### src/rtl/caltime_pkg.sv
package caltime_pkg;

  typedef struct packed {
    logic [5:0] mon;
    logic [4:0] day;
    logic [4:0] hour;
    logic [5:0] minute;
    logic [5:0] second;
    logic [3:0] frac;
  } cal_low_t;

  localparam cal_low_t CAL_RESET = '{mon: 6'd1, day: 5'd1, hour: 5'd0,
                                     minute: 6'd0, second: 6'd0, frac: 4'd0};

  function automatic logic is_leap(input logic [31:0] y);
    return (y[1:0] == 2'b00) && (((y % 32'd100) != 32'd0) || ((y % 32'd400) == 32'd0));
  endfunction

  function automatic logic [4:0] month_days(input logic [5:0] m, input logic leap);
    case (m)
      6'd2:                      return leap ? 5'd29 : 5'd28;
      6'd4, 6'd6, 6'd9, 6'd11:   return 5'd30;
      default:                   return 5'd31;
    endcase
  endfunction

endpackage

### src/rtl/caltime_counter.sv
module caltime_counter
  import caltime_pkg::*;
#(
  parameter int YEAR_W = 16
) (
  input  logic              clk_i,
  input  logic              rst_ni,
  input  logic              step_i,
  input  logic              load_i,
  input  cal_low_t          load_low_i,
  input  logic [YEAR_W-1:0] load_year_i,
  output cal_low_t          now_o,
  output logic [YEAR_W-1:0] year_o
);

  cal_low_t          now_q, nxt;
  logic [YEAR_W-1:0] year_q, year_nxt;
  logic [4:0]        last_day;
  logic              c_frac, c_sec, c_min, c_hr, c_day, c_mon;

  assign last_day = month_days(now_q.mon, is_leap(32'(year_q)));

  always_comb begin
    c_frac = now_q.frac == 4'hf;
    c_sec  = c_frac && now_q.second >= 6'd59;
    c_min  = c_sec  && now_q.minute >= 6'd59;
    c_hr   = c_min  && now_q.hour   >= 5'd23;
    c_day  = c_hr   && now_q.day    >= last_day;
    c_mon  = c_day  && now_q.mon    >= 6'd12;
    nxt      = now_q;
    nxt.frac = now_q.frac + 4'd1;
    if (c_frac) nxt.second = c_sec ? 6'd0 : now_q.second + 6'd1;
    if (c_sec)  nxt.minute = c_min ? 6'd0 : now_q.minute + 6'd1;
    if (c_min)  nxt.hour   = c_hr  ? 5'd0 : now_q.hour + 5'd1;
    if (c_hr)   nxt.day    = c_day ? 5'd1 : now_q.day + 5'd1;
    if (c_day)  nxt.mon    = c_mon ? 6'd1 : now_q.mon + 6'd1;
    year_nxt = c_mon ? year_q + 1'b1 : year_q;
  end

  always_ff @(posedge clk_i or negedge rst_ni) begin
    if (!rst_ni) begin
      now_q  <= CAL_RESET;
      year_q <= '0;
    end else if (load_i) begin
      now_q  <= load_low_i;
      year_q <= load_year_i;
    end else if (step_i) begin
      now_q  <= nxt;
      year_q <= year_nxt;
    end
  end

  assign now_o  = now_q;
  assign year_o = year_q;


  load_take_chk: assert property (@(posedge clk_i) disable iff (!rst_ni)
    load_i |=> (now_q == $past(load_low_i)) && (year_q == $past(load_year_i)));


  idle_hold_chk: assert property (@(posedge clk_i) disable iff (!rst_ni)
    (!load_i && !step_i) |=> ($stable(now_q) && $stable(year_q)));


  frac_only_chk: assert property (@(posedge clk_i) disable iff (!rst_ni)
    (step_i && !load_i && now_q.frac != 4'hf) |=> (now_q.second == $past(now_q.second)));

endmodule

### src/rtl/caltime_match.sv
module caltime_match
  import caltime_pkg::*;
#(
  parameter int N_MATCH = 3
) (
  input  cal_low_t                  now_i,
  input  logic [5:0]                year_lo_i,
  input  logic [N_MATCH-1:0][31:0]  match_i,
  output logic [N_MATCH-1:0]        hit_o
);

  for (genvar g = 0; g < N_MATCH; g++) begin : g_cmp
    assign hit_o[g] = (match_i[g][31:26] == year_lo_i)
                   && ({2'b00, match_i[g][25:22]} == now_i.mon)
                   && (match_i[g][21:17] == now_i.day)
                   && (match_i[g][16:12] == now_i.hour)
                   && (match_i[g][11:6]  == now_i.minute)
                   && (match_i[g][5:0]   == now_i.second);
  end

endmodule

### src/rtl/caltime.sv
module caltime
  import caltime_pkg::*;
#(
  parameter int ADDR_W  = 6,
  parameter int YEAR_W  = 16,
  parameter int N_MATCH = 3
) (
  input  logic              clk_i,
  input  logic              rst_ni,
  input  logic              tick_i,
  input  logic              req_i,
  input  logic              we_i,
  input  logic [ADDR_W-1:0] addr_i,
  input  logic [31:0]       wdata_i,
  output logic [31:0]       rdata_o,
  output logic              wake_o
);

  localparam logic [ADDR_W-1:0] A_CTRL  = ADDR_W'('h00);
  localparam logic [ADDR_W-1:0] A_STAGE = ADDR_W'('h04);
  localparam logic [ADDR_W-1:0] A_COMMT = ADDR_W'('h08);
  localparam logic [ADDR_W-1:0] A_RLOW  = ADDR_W'('h0C);
  localparam logic [ADDR_W-1:0] A_RYEAR = ADDR_W'('h10);
  localparam logic [ADDR_W-1:0] A_MATCH = ADDR_W'('h14);
  localparam logic [ADDR_W-1:0] A_STS   = ADDR_W'('h20);
  localparam logic [ADDR_W-1:0] A_WEN   = ADDR_W'('h24);

  logic                     wr, rd;
  logic                     cnt_en_q, osc_en_q, wake_en_q, status_q, pend0_q;
  logic [31:0]              stage_q, rd_mux, rdata_q;
  logic [N_MATCH-1:0][31:0] match_q;
  logic [N_MATCH-1:0]       hit;
  logic [YEAR_W-1:0]        year, snap_q;
  logic                     load, step, clr0, sts_clr, sts_set;
  cal_low_t                 now;

  assign wr      = req_i && we_i;
  assign rd      = req_i && !we_i;
  assign load    = wr && addr_i == A_COMMT;
  assign step    = tick_i && cnt_en_q && osc_en_q;
  assign clr0    = wr && addr_i == A_MATCH && wdata_i == 32'd0;
  assign sts_clr = wr && addr_i == A_STS && wdata_i[0];
  assign sts_set = (|hit) || pend0_q;

  caltime_counter #(.YEAR_W(YEAR_W)) u_counter (
    .clk_i       (clk_i),
    .rst_ni      (rst_ni),
    .step_i      (step),
    .load_i      (load),
    .load_low_i  (cal_low_t'(stage_q)),
    .load_year_i (wdata_i[YEAR_W-1:0]),
    .now_o       (now),
    .year_o      (year)
  );

  caltime_match #(.N_MATCH(N_MATCH)) u_match (
    .now_i     (now),
    .year_lo_i (year[5:0]),
    .match_i   (match_q),
    .hit_o     (hit)
  );

  always_ff @(posedge clk_i or negedge rst_ni) begin
    if (!rst_ni) begin
      cnt_en_q  <= 1'b0;
      osc_en_q  <= 1'b0;
      wake_en_q <= 1'b0;
      stage_q   <= '0;
      match_q   <= '0;
    end else if (wr) begin
      if (addr_i == A_CTRL) begin
        cnt_en_q <= wdata_i[0];
        osc_en_q <= wdata_i[1];
      end
      if (addr_i == A_STAGE) stage_q   <= wdata_i;
      if (addr_i == A_WEN)   wake_en_q <= wdata_i[0];
      for (int i = 0; i < N_MATCH; i++) begin
        if (addr_i == A_MATCH + ADDR_W'(4 * i)) match_q[i] <= wdata_i;
      end
    end
  end

  // sticky alarm-0 latch and write-1-clear status
  always_ff @(posedge clk_i or negedge rst_ni) begin
    if (!rst_ni) begin
      pend0_q  <= 1'b0;
      status_q <= 1'b0;
    end else begin
      pend0_q  <= clr0 ? 1'b0 : (pend0_q || hit[0]);
      status_q <= sts_set || (status_q && !sts_clr);
    end
  end

  always_comb begin
    rd_mux = '0;
    case (addr_i)
      A_CTRL:  rd_mux = {30'd0, osc_en_q, cnt_en_q};
      A_RLOW:  rd_mux = now;
      A_RYEAR: rd_mux = 32'(snap_q);
      A_STS:   rd_mux = {31'd0, status_q};
      A_WEN:   rd_mux = {31'd0, wake_en_q};
      default: rd_mux = '0;
    endcase
    for (int i = 0; i < N_MATCH; i++) begin
      if (addr_i == A_MATCH + ADDR_W'(4 * i)) rd_mux = match_q[i];
    end
  end

  always_ff @(posedge clk_i or negedge rst_ni) begin
    if (!rst_ni) begin
      rdata_q <= '0;
      snap_q  <= '0;
    end else if (rd) begin
      rdata_q <= rd_mux;
      if (addr_i == A_RLOW) snap_q <= year;
    end
  end

  assign rdata_o = rdata_q;
  assign wake_o  = status_q && wake_en_q;


  status_src_chk: assert property (@(posedge clk_i) disable iff (!rst_ni)
    $rose(status_q) |-> $past((|hit) || pend0_q));


  status_clr_chk: assert property (@(posedge clk_i) disable iff (!rst_ni)
    (sts_clr && !sts_set) |=> !status_q);


  pend_hold_chk: assert property (@(posedge clk_i) disable iff (!rst_ni)
    (pend0_q && !clr0) |=> (pend0_q && status_q));

endmodule

### config.mk
export PLATFORM = sky130hd
export DESIGN_NAME = caltime
export DESIGN_NICKNAME = d
export VERILOG_FILES = /design/src/rtl/caltime_pkg.sv /design/src/rtl/caltime_counter.sv /design/src/rtl/caltime_match.sv /design/src/rtl/caltime.sv
export SDC_FILE = /design/constraint.sdc
export NUM_CORES = 1
export LEC_CHECK = 0
export ABC_CLOCK_PERIOD_IN_PS = 7650
export BUFFER_PORTS_ARGS = -buffer_cell sky130_fd_sc_hd__buf_2
export CORE_AREA = 2 2 208 251
export CTS_CLUSTER_SIZE = 12
export DETAILED_ROUTE_END_ITERATION = 6
export DIE_AREA = 0 0 210 253
export GPL_TIMING_DRIVEN = 0
export PLACE_DENSITY = 0.53
export SLEW_MARGIN = 20
export SYNTH_ARGS = -nofsm -noshare
export SYNTH_HDL_FRONTEND = slang
export SYNTH_SLANG_ARGS = --single-unit
export TNS_END_PERCENT = 10
### constraint.sdc
create_clock -name clk_i -period 7.65 [get_ports clk_i]
set_input_delay 1.53 -clock clk_i [delete_from_list [all_inputs] [get_ports clk_i]]
set_output_delay 1.53 -clock clk_i [all_outputs]
set_load 0.03 [all_outputs]
After elaboration in Yosys (flattened, before gate mapping)
Index checks and enable logic that the tools add are counted.
- order comparisons: 5
- reductions and logical operators: 65
- eq/ne operators: 33
- div/mod/pow operators: 2
- muxes and demuxes: 22
- add/sub/neg operators: 7
- operators with widths (cell ; count):
    32-bit two-way mux ; 5
    32-bit case mux with 5 select lines ; 1
    32-bit logical NOT ; 2
    6-bit equality test ; 9
    16-bit two-way mux ; 3
    6-bit two-way mux ; 6
    1-bit logical AND ; 32
    16-bit by 7-bit remainder unit with 32-bit output, second input constant ; 1
    16-bit by 9-bit remainder unit with 32-bit output, second input constant ; 1
    32-bit nonzero test ; 1
    5-bit equality test ; 6
    2-bit AND reduction ; 13
    6-bit by 4-bit equality test with 1-bit output, second input constant ; 4
    6-bit by 5-bit equality test with 1-bit output, second input constant ; 4
    5-bit two-way mux ; 4
    6-bit by 1-bit adder with 6-bit output, second input constant ; 3
    4-bit by 6-bit equality test with 1-bit output ; 3
    6-bit by 3-bit equality test with 1-bit output, second input constant ; 3
    16-bit by 1-bit adder with 16-bit output, second input constant ; 1
    2-bit nonzero test ; 7
    6-bit equality test, second input constant ; 2
    6-bit greater-or-equal comparator, second input constant ; 2
    5-bit by 1-bit adder with 5-bit output, second input constant ; 2
    5-bit case mux with 2 select lines ; 1
    other kinds (13) ; 18
- register bits: 229
- input port bits: 43
- word-level logic and storage cells: 152

Longest topological paths before layout
Gate-level depths: netlist of run 1.
- word-level depth: 13
- depth in mapped cells: 39
- depth with buffers taken out: 33

Hierarchy
From an unflattened synthesis of run 1, not the netlist that was laid out.
- cells, all modules: 1427
- area total of the unflattened synthesis: 14360.0 um^2
- modules (own cells, without submodules) (module ; area an instance (um^2) ; instances ; cells an instance):
    caltime ; 7901.3 ; 1 ; 598
    caltime_counter ; 5390.2 ; 1 ; 694
    caltime_match ; 1068.5 ; 1 ; 135

Worst setup path before layout of run 1
OpenSTA, ideal clock, no wires.
- path kind: flip-flop to flip-flop
- start: register u_counter.year_q[13] (netlist: u_counter.year_o[13])
- end: register u_counter.year_q[11] (netlist: u_counter.year_o[11])
- path buffers: 4
- cell stages (with the launch flop): 35
- data required time: 7.567 ns
- setup time: 0.083 ns
- arrival time: 8.362 ns
- slack: -0.795 ns
- clock period less this slack: 8.445 ns
- cells stage by stage: dfrtp_1 -> buf_4 -> nor3_4 -> nor2b_1 -> ha_1 -> nand3b_2 -> o21a_1 -> o211a_1 -> or4b_1 -> buf_2 -> and2_4 -> buf_6 -> maj3_2 -> a221o_1 -> nor2_2 -> mux2i_2 -> nand2_1 -> maj3_2 -> a211o_1 -> or3_4 -> a2111o_1 -> o311ai_4 -> mux2_2 -> or4_1 -> a2111oi_0 -> a31oi_1 -> ha_1 -> nand2b_1 -> a21oi_1 -> nor2_1 -> a31oi_1 -> a21o_1 -> clkbuf_1 -> o21ai_0 -> o21ai_0
- word-level cells in the longest chain between the ends: 11
- RTL lines (element ; RTL line ; text):
    from (decl) ; caltime_counter.sv:17 ; logic [YEAR_W-1:0] year_q, year_nxt;
    from (signal assigned) ; caltime_counter.sv:46 ; year_q <= load_year_i;
    from (signal assigned) ; caltime_counter.sv:49 ; year_q <= year_nxt;
    16-bit by 7-bit remainder unit with 32-bit output / 16-bit by 9-bit remainder unit with 32-bit output (equally long branches) ; caltime_pkg.sv:16 ; return (y[1:0] == 2'b00) && (((y % 32'd100) != 32'd0) || ((y % 32'd400) == 32'd0));
    32-bit nonzero test / 32-bit logical NOT (equally long branches) ; caltime_pkg.sv:16 ;
    1-bit logical OR (*) ; caltime_pkg.sv:16 ;
    1-bit logical AND (*) ; caltime_pkg.sv:16 ;
    1-bit two-way mux (*) ; caltime_pkg.sv:21 ; 6'd2: return leap ? 5'd29 : 5'd28;
    5-bit case mux with 2 select lines (*) ; caltime_pkg.sv:20 ; case (m)
    5-bit greater-or-equal comparator (*) ; caltime_counter.sv:28 ; c_day = c_hr && now_q.day >= last_day;
    1-bit logical AND (*) ; caltime_counter.sv:28 ;
    1-bit logical AND (*) ; caltime_counter.sv:29 ; c_mon = c_day && now_q.mon >= 6'd12;
    2-bit nonzero test (no source line) (*) ; - ;
    2-bit AND reduction (no source line) (*) ; - ;
Every way passes the cells marked *; elsewhere a longest branch is shown, timed or not.
A chain may end at the register's enable or synchronous reset.

Worst setup path after layout of run 1
- start: register u_counter.year_q[11] (netlist: u_counter.year_o[11])
- end: register u_counter.year_q[12] (netlist: u_counter.year_o[12])
- word-level cells in the longest chain between the ends: 11
- RTL lines (element ; RTL line):
    16-bit by 7-bit remainder unit with 32-bit output / 16-bit by 9-bit remainder unit with 32-bit output (equally long branches) ; caltime_pkg.sv:16
    32-bit nonzero test / 32-bit logical NOT (equally long branches) ; caltime_pkg.sv:16
    1-bit logical OR ; caltime_pkg.sv:16
    1-bit logical AND ; caltime_pkg.sv:16
    1-bit two-way mux ; caltime_pkg.sv:21
    5-bit case mux with 2 select lines ; caltime_pkg.sv:20
    5-bit greater-or-equal comparator ; caltime_counter.sv:28
    1-bit logical AND ; caltime_counter.sv:28
    1-bit logical AND ; caltime_counter.sv:29
    2-bit nonzero test (no source line) ; -
    2-bit AND reduction (no source line) ; -
Several ways; a longest one is shown, not always the timed one. The select of a mux whose other input is x is not followed.

==> results of run 1 <==
[synth_stat cells (7+ instances only)]
library cell  count
nand2_1         152
a21o_1            7
o211ai_1         13
a222oi_1         16
a22o_1            7
nor3_1           28
a31oi_1          15
o21ai_0         140
a21oi_1          64
buf_1             8
a22oi_1           7
nand4_1          41
mux2_2          159
ha_1             14
a211oi_1          8
and3_1           11
nor4_1           25
inv_1            17
and2_1            7
dfrtp_1         227
xnor2_1          90
o22ai_1          13
clkbuf_1         95
nand3_1          39
nor2_1           65
nor2b_1           9
nand2b_1         10
nor3b_1          10
xor2_1           14
[critical path, delay by kind of cell, from the launching register on]
| family | cells | cell delay, ns |
|---|---|---|
| multiplexers | 1 | 0.33 |
| flip-flops | 1 | 0.37 |
| AND/OR/NAND/NOR | 12 | 2.86 |
| buffers and inverters | 4 | 0.61 |
| adder cells (fa/ha/maj) | 3 | 0.88 |
| AO/OA/AOI/OAI | 14 | 3.41 |
[how the worst max path moves through the flow]
stage	start	endpoint	cells past startpoint
2_1_floorplan	u_counter.year_o[11]$_DFFE_PN0P_	u_counter.year_o[11]$_DFFE_PN0P_	34
3_3_place_gp	u_counter.year_o[14]$_DFFE_PN0P_	u_counter.year_o[13]$_DFFE_PN0P_	35
3_5_place_dp	u_counter.year_o[14]$_DFFE_PN0P_	u_counter.year_o[1]$_DFFE_PN0P_	36
4_1_cts	u_counter.year_o[13]$_DFFE_PN0P_	u_counter.year_o[13]$_DFFE_PN0P_	34
5_1_grt	u_counter.year_o[11]$_DFFE_PN0P_	u_counter.year_o[12]$_DFFE_PN0P_	36
6_report	u_counter.year_o[11]$_DFFE_PN0P_	u_counter.year_o[12]$_DFFE_PN0P_	34
[layer usage]
layer  global-route usage (%)  share of wire (%)
met1                     22.6                 40
met5                        0                  0
met3                     2.02                4.2
met4                     9.69                5.4
met2                     34.8                 51
[sequential cells by signal (all words and copies together), names as in the netlist]
name              count
u_counter.now_o      32
stage_q              32
match_q              96
cnt_en_q              1
wake_en_q             1
rdata_o              32
status_q              1
pend0_q               1
osc_en_q              1
u_counter.year_o     16
snap_q               16
[metrics by stage]
stage	utilization [%]	instances	total power [W]
finish	33.4	2275	0.00295
global route	33.4	2274	0.00305
CTS	33.0	2267	0.00296
detailed placement	30.1	2188	0.00172
global placement	30.0	2186	0.00170
floorplan	-	1462	0.00156
[cell usage in the layout, fill, tap and decap left out, types with 8 or more instances in the layout]
master | Yosys | final
a21oi_1 | 64 | 55
a21oi_2 | 1 | 8
a222oi_1 | 16 | 16
a31oi_1 | 15 | 13
and3_1 | 11 | 11
buf_2 | 3 | 73
buf_4 | 2 | 40
clkbuf_1 | 95 | 96
clkbuf_16 | 0 | 26
dfrtp_1 | 227 | 227
ha_1 | 14 | 13
inv_1 | 17 | 16
mux2_2 | 159 | 158
nand2_1 | 152 | 150
nand2b_1 | 10 | 9
nand3_1 | 39 | 36
nand4_1 | 41 | 41
nor2_1 | 65 | 58
nor2b_1 | 9 | 9
nor3_1 | 28 | 25
nor3b_1 | 10 | 10
nor4_1 | 25 | 22
o211ai_1 | 13 | 13
o21ai_0 | 140 | 117
o21ai_1 | 6 | 22
o22ai_1 | 13 | 11
xnor2_1 | 90 | 89
xor2_1 | 14 | 13
[cells by family after synthesis]
kind of cell    after synthesis  share of synthesized area [%]
simple gates                435                           15.7
compound gates              380                           18.3
fa+ha+maj                    18                           1.55
buf+inv                     129                           3.64
xor+xnor                    105                           6.62
mux                         166                           13.3
flops                       229                           40.9
[area by class of cell]
type	instances	area, um^2	share of cell area [%]
well taps	651	815	4.80
flip-flops and latches	229	5730	33.8
clock buffers	37	721	4.25
multi-input cells	1104	8270	48.7
inverters	19	71.3	0.420
diodes	2	5.00	0.0295
clock inverters	6	87.6	0.516
plain buffers	106	472	2.78
repair buffers	121	803	4.73
[report_power, final]
part           internal [W]  switching, W
sequential          0.00129     0.0000634
clock              0.000717      0.000520
combinational      0.000152      0.000213
[repair_timing]
action / 4_1_cts / 5_1_grt
pin swaps: 45 / 38
endpoints found under the hold margin: 0 / 0
cloned: 1 / 0
setup buffers: 37 / 8
gates resized for setup: 85 / 39
setup endpoints to repair: 27 / 27
==> impl_metrics.py, run 1 <==
metrics = {
    "outcome": {
        "outcome": "finished, violations left",
        "violations": "setup timing",
    },
    "power": {
        "ir_drop_mv": 0.137,
        "p_leak_nw": 7.05,
        "powerDensity_nw_per_um2": 174,
    },
    "critical_path": {
        "critPathCaptureType": "register",
        "rr_startpoint": "u_counter.year_o[11]$_DFFE_PN0P_",
        "reg2reg_to": "u_counter.year_o[12]$_DFFE_PN0P_",
        "crit_required_ns": 8.12,
        "critical_path_class": "reg -> reg",
        "arrival_ns": 9.01,
        "reg2reg_depth": 34,
        "cp_slowest_cell": "or4b_4",
        "worstPathMaxFanout": 6,
        "r2r_slack_ns": -0.89,
        "cp-start-kind": "register",
        "critPathMaxStageDelay_ns": 0.54,
    },
    "detailed_routing": {
        "drc": 0,
        "drt-vias-per-instance": 5.48,
        "wl_per_cell_um": 22.7,
        "drtIter0Drc": 882,
        "firstDrtPassIters": 7,
        "ant_nets": 0,
        "vias": 12500,
        "drt_wl_total_um": 51600,
    },
    "cts": {
        "clkTransAtPathRegs_ns": 0.06,
        "htree_num_levels": 1,
        "cts_inserted_buffers": 25,
        "hold_buffers": 0,
        "cts_tree": "built",
        "clock_path_buffers": 3,
        "cts.sinks": 229,
        "clkLatencyLatePin_ns": 0.55,
        "cts-root-buf": "clkbuf_16",
    },
    "timing": {
        "setup_ws_ns": -0.888,
        "finalCriticalPeriod_ns": 8.54,
        "rsz0062_at_grt": "yes",
        "hold_slack_ns": 0.483,
        "setup_viol": 27,
        "finalSetupTns_ns": -20.99,
        "maxSlewHeadroom_pct": 20.0,
        "fin_skew_ns": 0.0210,
        "fmax_ghz": 0.117,
        "final_hold_viol_count": 0,
        "min_period_over_period_pct": 112,
        "maxSlewViolCount": 0,
        "worst_slew_pin_slew_ns": 1.20,
    },
    "min_path": {
        "hold_class": "reg -> reg",
        "hold_depth": 2,
        "hold_end": "rdata_o[10]$_DFFE_PN0P_",
        "hold_path.startpoint": "rdata_o[10]$_DFFE_PN0P_",
    },
    "finish": {
        "syn_to_final_growth_pct": 21.1,
        "fin_area_um2": 17000,
        "drive_gt1_share_pct": 26.1,
        "fillers": 5158,
        "fin_nets": 1663,
    },
    "logic_synthesis": {
        "synth-seq-cells": 229,
        "ys_warn_count": 0,
        "syn-cell-area_um2": 14000,
        "ys_async_sr_fraction_pct": 100,
        "synth_cell_types": 100,
        "syn-instance-count": 1462,
        "synth.area.top_cells": "dfrtp_1 41%, mux2_2 13%, xnor2_1 5.6%",
        "yosys.area.top_type": "dfrtp_1",
        "seq_area_frac_synth_pct": 40.9,
        "synth_top_area_share_pct": 40.5,
        "avgSynthCellArea_um2": 9.59,
        "synth_edf_count": 0,
        "synth_top_flop_cell": "dfrtp_1",
        "synth_nets": 1519,
    },
    "grt": {
        "grt_max_degree": 98,
        "grt_pass1_wl_um": 78200,
        "grt_use_total_pct": 19.2,
        "antenna_found_initial": 3,
        "first_global_vias": 12700,
        "overflow": 0,
    },
    "placement": {
        "dp_slack_ns": -2.26,
        "io_buffer_count": 73,
        "hpwl_um": 38500,
        "gp_congestion": 0.909,
        "postPlaceCellArea_um2": 15300,
    },
    "die": {
        "die-area_um2": 53100,
        "start_util_pct": 27.5,
        "row_count": 91,
        "boundaryPins": 76,
        "die_y_um": 253,
        "core-area_um2": 50900,
        "die_w_um": 210,
    },
    "flow_run": {
        "drv_cap": 0,
    },
}
No activity file was read; power rests on OpenSTA's default activity.
==> run 2: changes to the inputs <==
- ABC_CLOCK_PERIOD_IN_PS: 7650 -> 10600
- PLACE_DENSITY: 0.53 -> 0.51
- clock period: 7.65 -> 10.6 ns (I/O delays scaled with it)
==> run 2 against run 1 <==
Effect of this change:
- the flow now finishes without violations
- count of clock-buffer cells in the layout rose by 1
- maximum frequency fell by 14%
- via count fell by 3.5%
- hold slack got worse by 0.0076 ns
- sequential cell count did not move
- largest power group unchanged
==> impl_metrics.py, run 2 (same netlist as run 1, synthesis figures left out) <==
metrics = {
    "grt": {
        "grt_max_degree": 89,
        "overflow": 0,
        "antenna_found_initial": 2,
        "first_global_vias": 12100,
        "grt_use_total_pct": 18.6,
        "grt_pass1_wl_um": 75400,
    },
    "placement": {
        "gp_congestion": 0.909,
        "dpl.cell_count": 2188,
        "io_buffer_count": 73,
        "hpwl_um": 38700,
    },
    "cts": {
        "cts.sinks": 229,
        "htree_num_levels": 1,
        "cts-root-buf": "clkbuf_16",
        "clock_path_buffers": 3,
        "cts_inserted_buffers": 25,
        "clkLatencyLatePin_ns": 0.54,
        "clkTransAtPathRegs_ns": 0.06,
        "cts_tree": "built",
    },
    "finish": {
        "multi_input_area_um2": 7810,
        "syn_to_final_growth_pct": 14.6,
        "mostFrequentLayoutCell": "dfrtp_1",
        "insertedDiodeCount": 0,
        "most-common-layout-cells": "227 x dfrtp_1, 159 x mux2_2, 152 x nand2_1",
        "fin_nets": 1621,
        "regArea_um2": 5730,
        "fin_cells": 2231,
        "drive_gt1_share_pct": 20.3,
        "largest-register": "match_q",
        "largest_reg_flops": 96,
        "fillers": 5279,
    },
    "timing": {
        "fmax_ghz": 0.101,
        "maxSlewViolCount": 0,
        "rsz0062_at_grt": "no",
        "fin_skew_ns": 0.0192,
        "finalCriticalPeriod_ns": 9.95,
        "setup_viol": 0,
        "finalSetupTns_ns": 0,
        "min_period_over_period_pct": 93.9,
        "worst_slew_pin_slew_ns": 1.11,
        "maxSlewHeadroom_pct": 25.8,
        "final_hold_viol_count": 0,
    },
    "critical_path": {
        "path_buf_inv": 5,
        "critical_path_class": "reg -> reg",
        "critPathTopFamily": "compound AO/OA/AOI/OAI gates",
        "arrival_ns": 10.32,
        "crit_required_ns": 10.98,
        "cp-start-kind": "register",
        "critPathMaxStageDelay_ns": 0.52,
        "cp_slowest_cell": "o311ai_4",
        "critPathCaptureType": "register",
        "worstPathMaxFanout": 10,
    },
    "detailed_routing": {
        "drt_wl_total_um": 50000,
        "vias": 12000,
        "ant_nets": 0,
        "firstDrtPassIters": 7,
        "wl_per_cell_um": 22.4,
        "drt-vias-per-instance": 5.39,
        "drtIter0Drc": 838,
        "drc": 0,
    },
    "die": {
        "start_util_pct": 27.5,
        "die_y_um": 253,
        "boundaryPins": 76,
        "core-area_um2": 50900,
        "die-area_um2": 53100,
        "die_w_um": 210,
        "row_count": 91,
    },
    "power": {
        "cellInternalPower_w": 0.00151,
        "pwr-share-seq_pct": 47.1,
        "p_leak_nw": 6.68,
        "p_switching_w": 0.000559,
        "pwr-share-clk_pct": 40.9,
        "swShare_pct": 27.1,
        "ir_drop_mv": 0.102,
        "p_comb_share_pct": 12.0,
        "powerDensity_nw_per_um2": 129,
    },
    "outcome": {
        "outcome": "completed",
    },
    "min_path": {
        "hold_class": "reg -> reg",
    },
    "flow_run": {
        "drv_cap": 0,
    },
}
==> run 2: path summary, 6_finish.rpt <==
path | startpoint | endpoint | slack [ns] | cells after the start
setup reg to reg | u_counter.year_o[14]$_DFFE_PN0P_ | u_counter.year_o[12]$_DFFE_PN0P_ | 0.65 | 33
hold / removal | rdata_o[1]$_DFFE_PN0P_ | rdata_o[1]$_DFFE_PN0P_ | 0.48 | 2
hold reg to reg | rdata_o[1]$_DFFE_PN0P_ | rdata_o[1]$_DFFE_PN0P_ | 0.48 | 2
max in group asynchronous | rst_ni | rdata_o[3]$_DFFE_PN0P_ | 7.78 | 3
min in group asynchronous | rst_ni | rdata_o[25]$_DFFE_PN0P_ | 1.55 | 1
setup / recovery | u_counter.year_o[14]$_DFFE_PN0P_ | u_counter.year_o[12]$_DFFE_PN0P_ | 0.65 | 33
==> run 2: area by class of cell <==
cell class	count	share of cell area, %
multi-input combinational	1104	48.6
sequential	229	35.7
tap	651	5.07
clock buffer	38	4.57
buffer	110	2.74
timing repair buffer	75	2.68
inverter	19	0.444
clock inverter	5	0.179
==> run 2: metrics by stage <==
| stage | utilization, % | hold WS (ns) | setup slack (ns) | cell area (um^2) | total power, W |
|---|---|---|---|---|---|
| after floorplan | - | 0.429 | 2.16 | 14000 | 0.00112 |
| after global placement | 29.9 | 0.458 | 0.473 | 15200 | 0.00123 |
| after detailed placement | 30.0 | 0.462 | 0.367 | 15300 | 0.00124 |
| after CTS | 31.5 | 0.472 | 0.324 | 16000 | 0.00208 |
| after global routing | 31.6 | 0.479 | 0.0565 | 16100 | 0.00214 |
| final | 31.6 | 0.475 | 0.651 | 16100 | 0.00207 |
==> run 2: tightest hold or removal path: cells and delay by family (launching register included) <==
family,cells,cell delay [ns]
DFF,1,0.34
AOI/OAI and AO/OA,1,0.06
and+or+nand+nor,1,0.04
==> run 2: power by group through the flow <==
stage          logic (W)  clock network (W)  registers [W]
2_1_floorplan   0.000144                  0       0.000979
3_3_place_gp    0.000242                  0       0.000986
3_5_place_dp    0.000249                  0       0.000987
4_1_cts         0.000250           0.000856       0.000971
5_1_grt         0.000268           0.000889       0.000978
6_report        0.000248           0.000845       0.000972
==> run 2: metal layers <==
metal	global-route usage [%]	share of wire, %	up-vias	routed length (um)
met5	0	0.064	-	32
met4	8.31	4.5	4	2260
met3	2.26	3.7	104	1870
met2	34.3	51	317	25700
met1	21.5	40	6015	20100
li1	-	-	5580	-
==> run 2: what timing repair did <==
action,in CTS,in global routing
hold buffers,0,0
setup buffers,0,0
setup endpoints to repair,0,19
resized for setup,0,8
==> run 3: changes to the inputs <==
- REMOVE_ABC_BUFFERS: unset -> 1
==> run 3 against run 2 <==
Effect of this change:
- critical path depth down 1
- power about the same
- via count down 2.5%
- critical path type unchanged
- critical endpoint is now u_counter.now_o[27]$_DFFE_PN0P_
==> impl_metrics.py, run 3 (same netlist as run 1, synthesis figures left out) <==
metrics = {
    "die": {
        "row_count": 91,
        "core-area_um2": 50900,
        "boundaryPins": 76,
        "start_util_pct": 27.5,
        "die-area_um2": 53100,
        "die_y_um": 253,
        "die_w_um": 210,
    },
    "grt": {
        "busiest_layer": "met2",
        "overflow": 0,
        "grt_max_degree": 93,
        "antenna_found_initial": 2,
        "first_global_vias": 11600,
        "grtUsageMet1_pct": 21.2,
        "met3_usage_pct": 1.75,
        "grt_use_total_pct": 17.1,
        "grtUsageMet2_pct": 29.9,
        "grt_pass1_wl_um": 71100,
    },
    "cts": {
        "clkTransAtPathRegs_ns": 0.06,
        "htree_num_levels": 1,
        "clkLatencyLatePin_ns": 0.54,
        "cts_tree": "built",
        "clock_path_buffers": 3,
        "cts-root-buf": "clkbuf_16",
        "cts_inserted_buffers": 25,
        "cts.sinks": 229,
    },
    "finish": {
        "syn_to_final_growth_pct": 14.4,
        "drive_gt1_share_pct": 23.9,
        "fin_nets": 1547,
        "largest-register": "match_q",
        "most-common-layout-cells": "226 x dfrtp_1, 159 x mux2_2, 152 x nand2_1",
        "largest_reg_flops": 96,
        "mostFrequentLayoutCell": "dfrtp_1",
    },
    "timing": {
        "min_period_over_period_pct": 94.2,
        "finalCriticalPeriod_ns": 9.98,
        "finalSetupTns_ns": 0,
        "setup_viol": 0,
        "fin_skew_ns": 0.00962,
        "maxSlewHeadroom_pct": 26.7,
        "final_hold_viol_count": 0,
        "fmax_ghz": 0.100,
        "worst_slew_pin_slew_ns": 1.10,
        "setup_ws_ns": 0.615,
        "maxSlewViolCount": 0,
    },
    "critical_path": {
        "worstPathMaxFanout": 19,
        "critPathCaptureType": "register",
        "cp-start-kind": "register",
        "timing.critical_path.mode_cell": "a21oi_1",
        "r2r_slack_ns": 0.62,
        "reg2reg_depth": 32,
        "crit_required_ns": 11.01,
        "rr_startpoint": "u_counter.year_o[13]$_DFFE_PN0P_",
        "reg2reg_to": "u_counter.now_o[27]$_DFFE_PN0P_",
        "arrival_ns": 10.39,
        "critical_path_class": "reg -> reg",
        "cp_slowest_cell": "or4b_1",
        "critPathMaxStageDelay_ns": 0.65,
    },
    "min_path": {
        "hold_path.startpoint": "rdata_o[10]$_DFFE_PN0P_",
        "hold_class": "reg -> reg",
        "hold_end": "rdata_o[10]$_DFFE_PN0P_",
        "hold_depth": 2,
    },
    "detailed_routing": {
        "drt_wl_total_um": 45700,
        "drt-vias-per-instance": 5.43,
        "firstDrtPassIters": 5,
        "wl_per_cell_um": 21.2,
        "drc": 0,
        "ant_nets": 0,
        "drtIter0Drc": 904,
        "vias": 11700,
    },
    "power": {
        "powerDensity_nw_per_um2": 129,
        "ir_drop_mv": 0.0990,
        "p_leak_nw": 6.75,
    },
    "placement": {
        "io_buffer_count": 75,
        "gp_congestion": 0.844,
        "hpwl_um": 34000,
        "dp_slack_ns": -0.162,
    },
    "outcome": {
        "outcome": "completed",
    },
    "flow_run": {
        "drv_cap": 0,
    },
}
[run 3: cell types whose count changed in the layout (fill, tap and decap cells not counted), sizes merged]
| cell | previous run | this run |
|---|---|---|
| diode | 0 | 1 |
| buf | 90 | 111 |
| clkinv | 6 | 5 |
| inv | 18 | 19 |
| clkbuf | 133 | 37 |
[run 3: where the power goes]
| part | switching, W | leakage, nW | internal, W | total (W) |
|---|---|---|---|---|
| Clock | 0.000369 | 0.385 | 0.000481 | 0.000849 |
| Sequential | 0.0000582 | 3.07 | 0.000929 | 0.000987 |
| Combinational | 0.000126 | 3.29 | 0.000101 | 0.000227 |
[run 3: stage by stage]
stage	hold slack (ns)	total power [W]	instances	util, %	area (um^2)
3_5_place_dp	0.467	0.00123	2111	29.8	15200
3_3_place_gp	0.451	0.00122	2078	29.0	14800
6_report	0.476	0.00206	2157	31.5	16000
2_1_floorplan	0.429	0.00112	1352	-	13600
5_1_grt	0.503	0.00214	2157	31.5	16000
4_1_cts	0.481	0.00209	2153	31.4	16000
[run 3: worst max path at each step]
stage | startpoint | endpoint | slack (ns) | cells after the start
finish | u_counter.year_o[13]$_DFFE_PN0P_ | u_counter.now_o[27]$_DFFE_PN0P_ | 0.62 | 32
global route | u_counter.year_o[13]$_DFFE_PN0P_ | u_counter.now_o[27]$_DFFE_PN0P_ | -0.008 | 34
CTS | u_counter.year_o[12]$_DFFE_PN0P_ | u_counter.year_o[0]$_DFFE_PN0P_ | 0.03 | 33
detailed placement | u_counter.year_o[12]$_DFFE_PN0P_ | u_counter.year_o[0]$_DFFE_PN0P_ | -0.16 | 33
global placement | addr_i[2] | u_counter.year_o[10]$_DFFE_PN0P_ | -1.67 | 6
floorplan | u_counter.year_o[12]$_DFFE_PN0P_ | u_counter.year_o[10]$_DFFE_PN0P_ | 1.54 | 30
[run 3: timing repair]
| action | 4_1_cts | 5_1_grt |
|---|---|---|
| gates resized for setup | 1 | 9 |
| pin swaps | 0 | 1 |
| setup buffers | 0 | 3 |
| endpoints found under the setup margin | 10 | 21 |
| hold endpoints to repair | 0 | 0 |
| hold buffers | 0 | 0 |
[run 3: layout make-up]
class / count / area, um^2
Clock inverter: 5 / 32.5
Timing Repair Buffer: 111 / 751
Clock buffer: 37 / 741
Multi-Input combinational cell: 1104 / 7880
Sequential cell: 229 / 5730
Antenna cell: 1 / 2.50
Fill cell: 5236 / 34900
Inverter: 19 / 71.3
Tap cell: 651 / 815
[run 3: worst max-delay path: cells and delay by family, from the launching register on]
family                     cells  cell delay [ns]
DFF                            1             0.60
xor gates and xnor gates       1             0.19
buffers and inverters          2             0.29
adders and majority gates      2             0.64
and+or+nand+nor               10             2.78
AOI/OAI and AO/OA             16             4.93
muxes                          1             0.39
[run 3: routing by layer]
metal  part of all wire, %  vias up
met5                     0        -
met4                   4.2        0
met3                   3.4       82
met2                    50      276
met1                    43     5913
li1                      -     5452
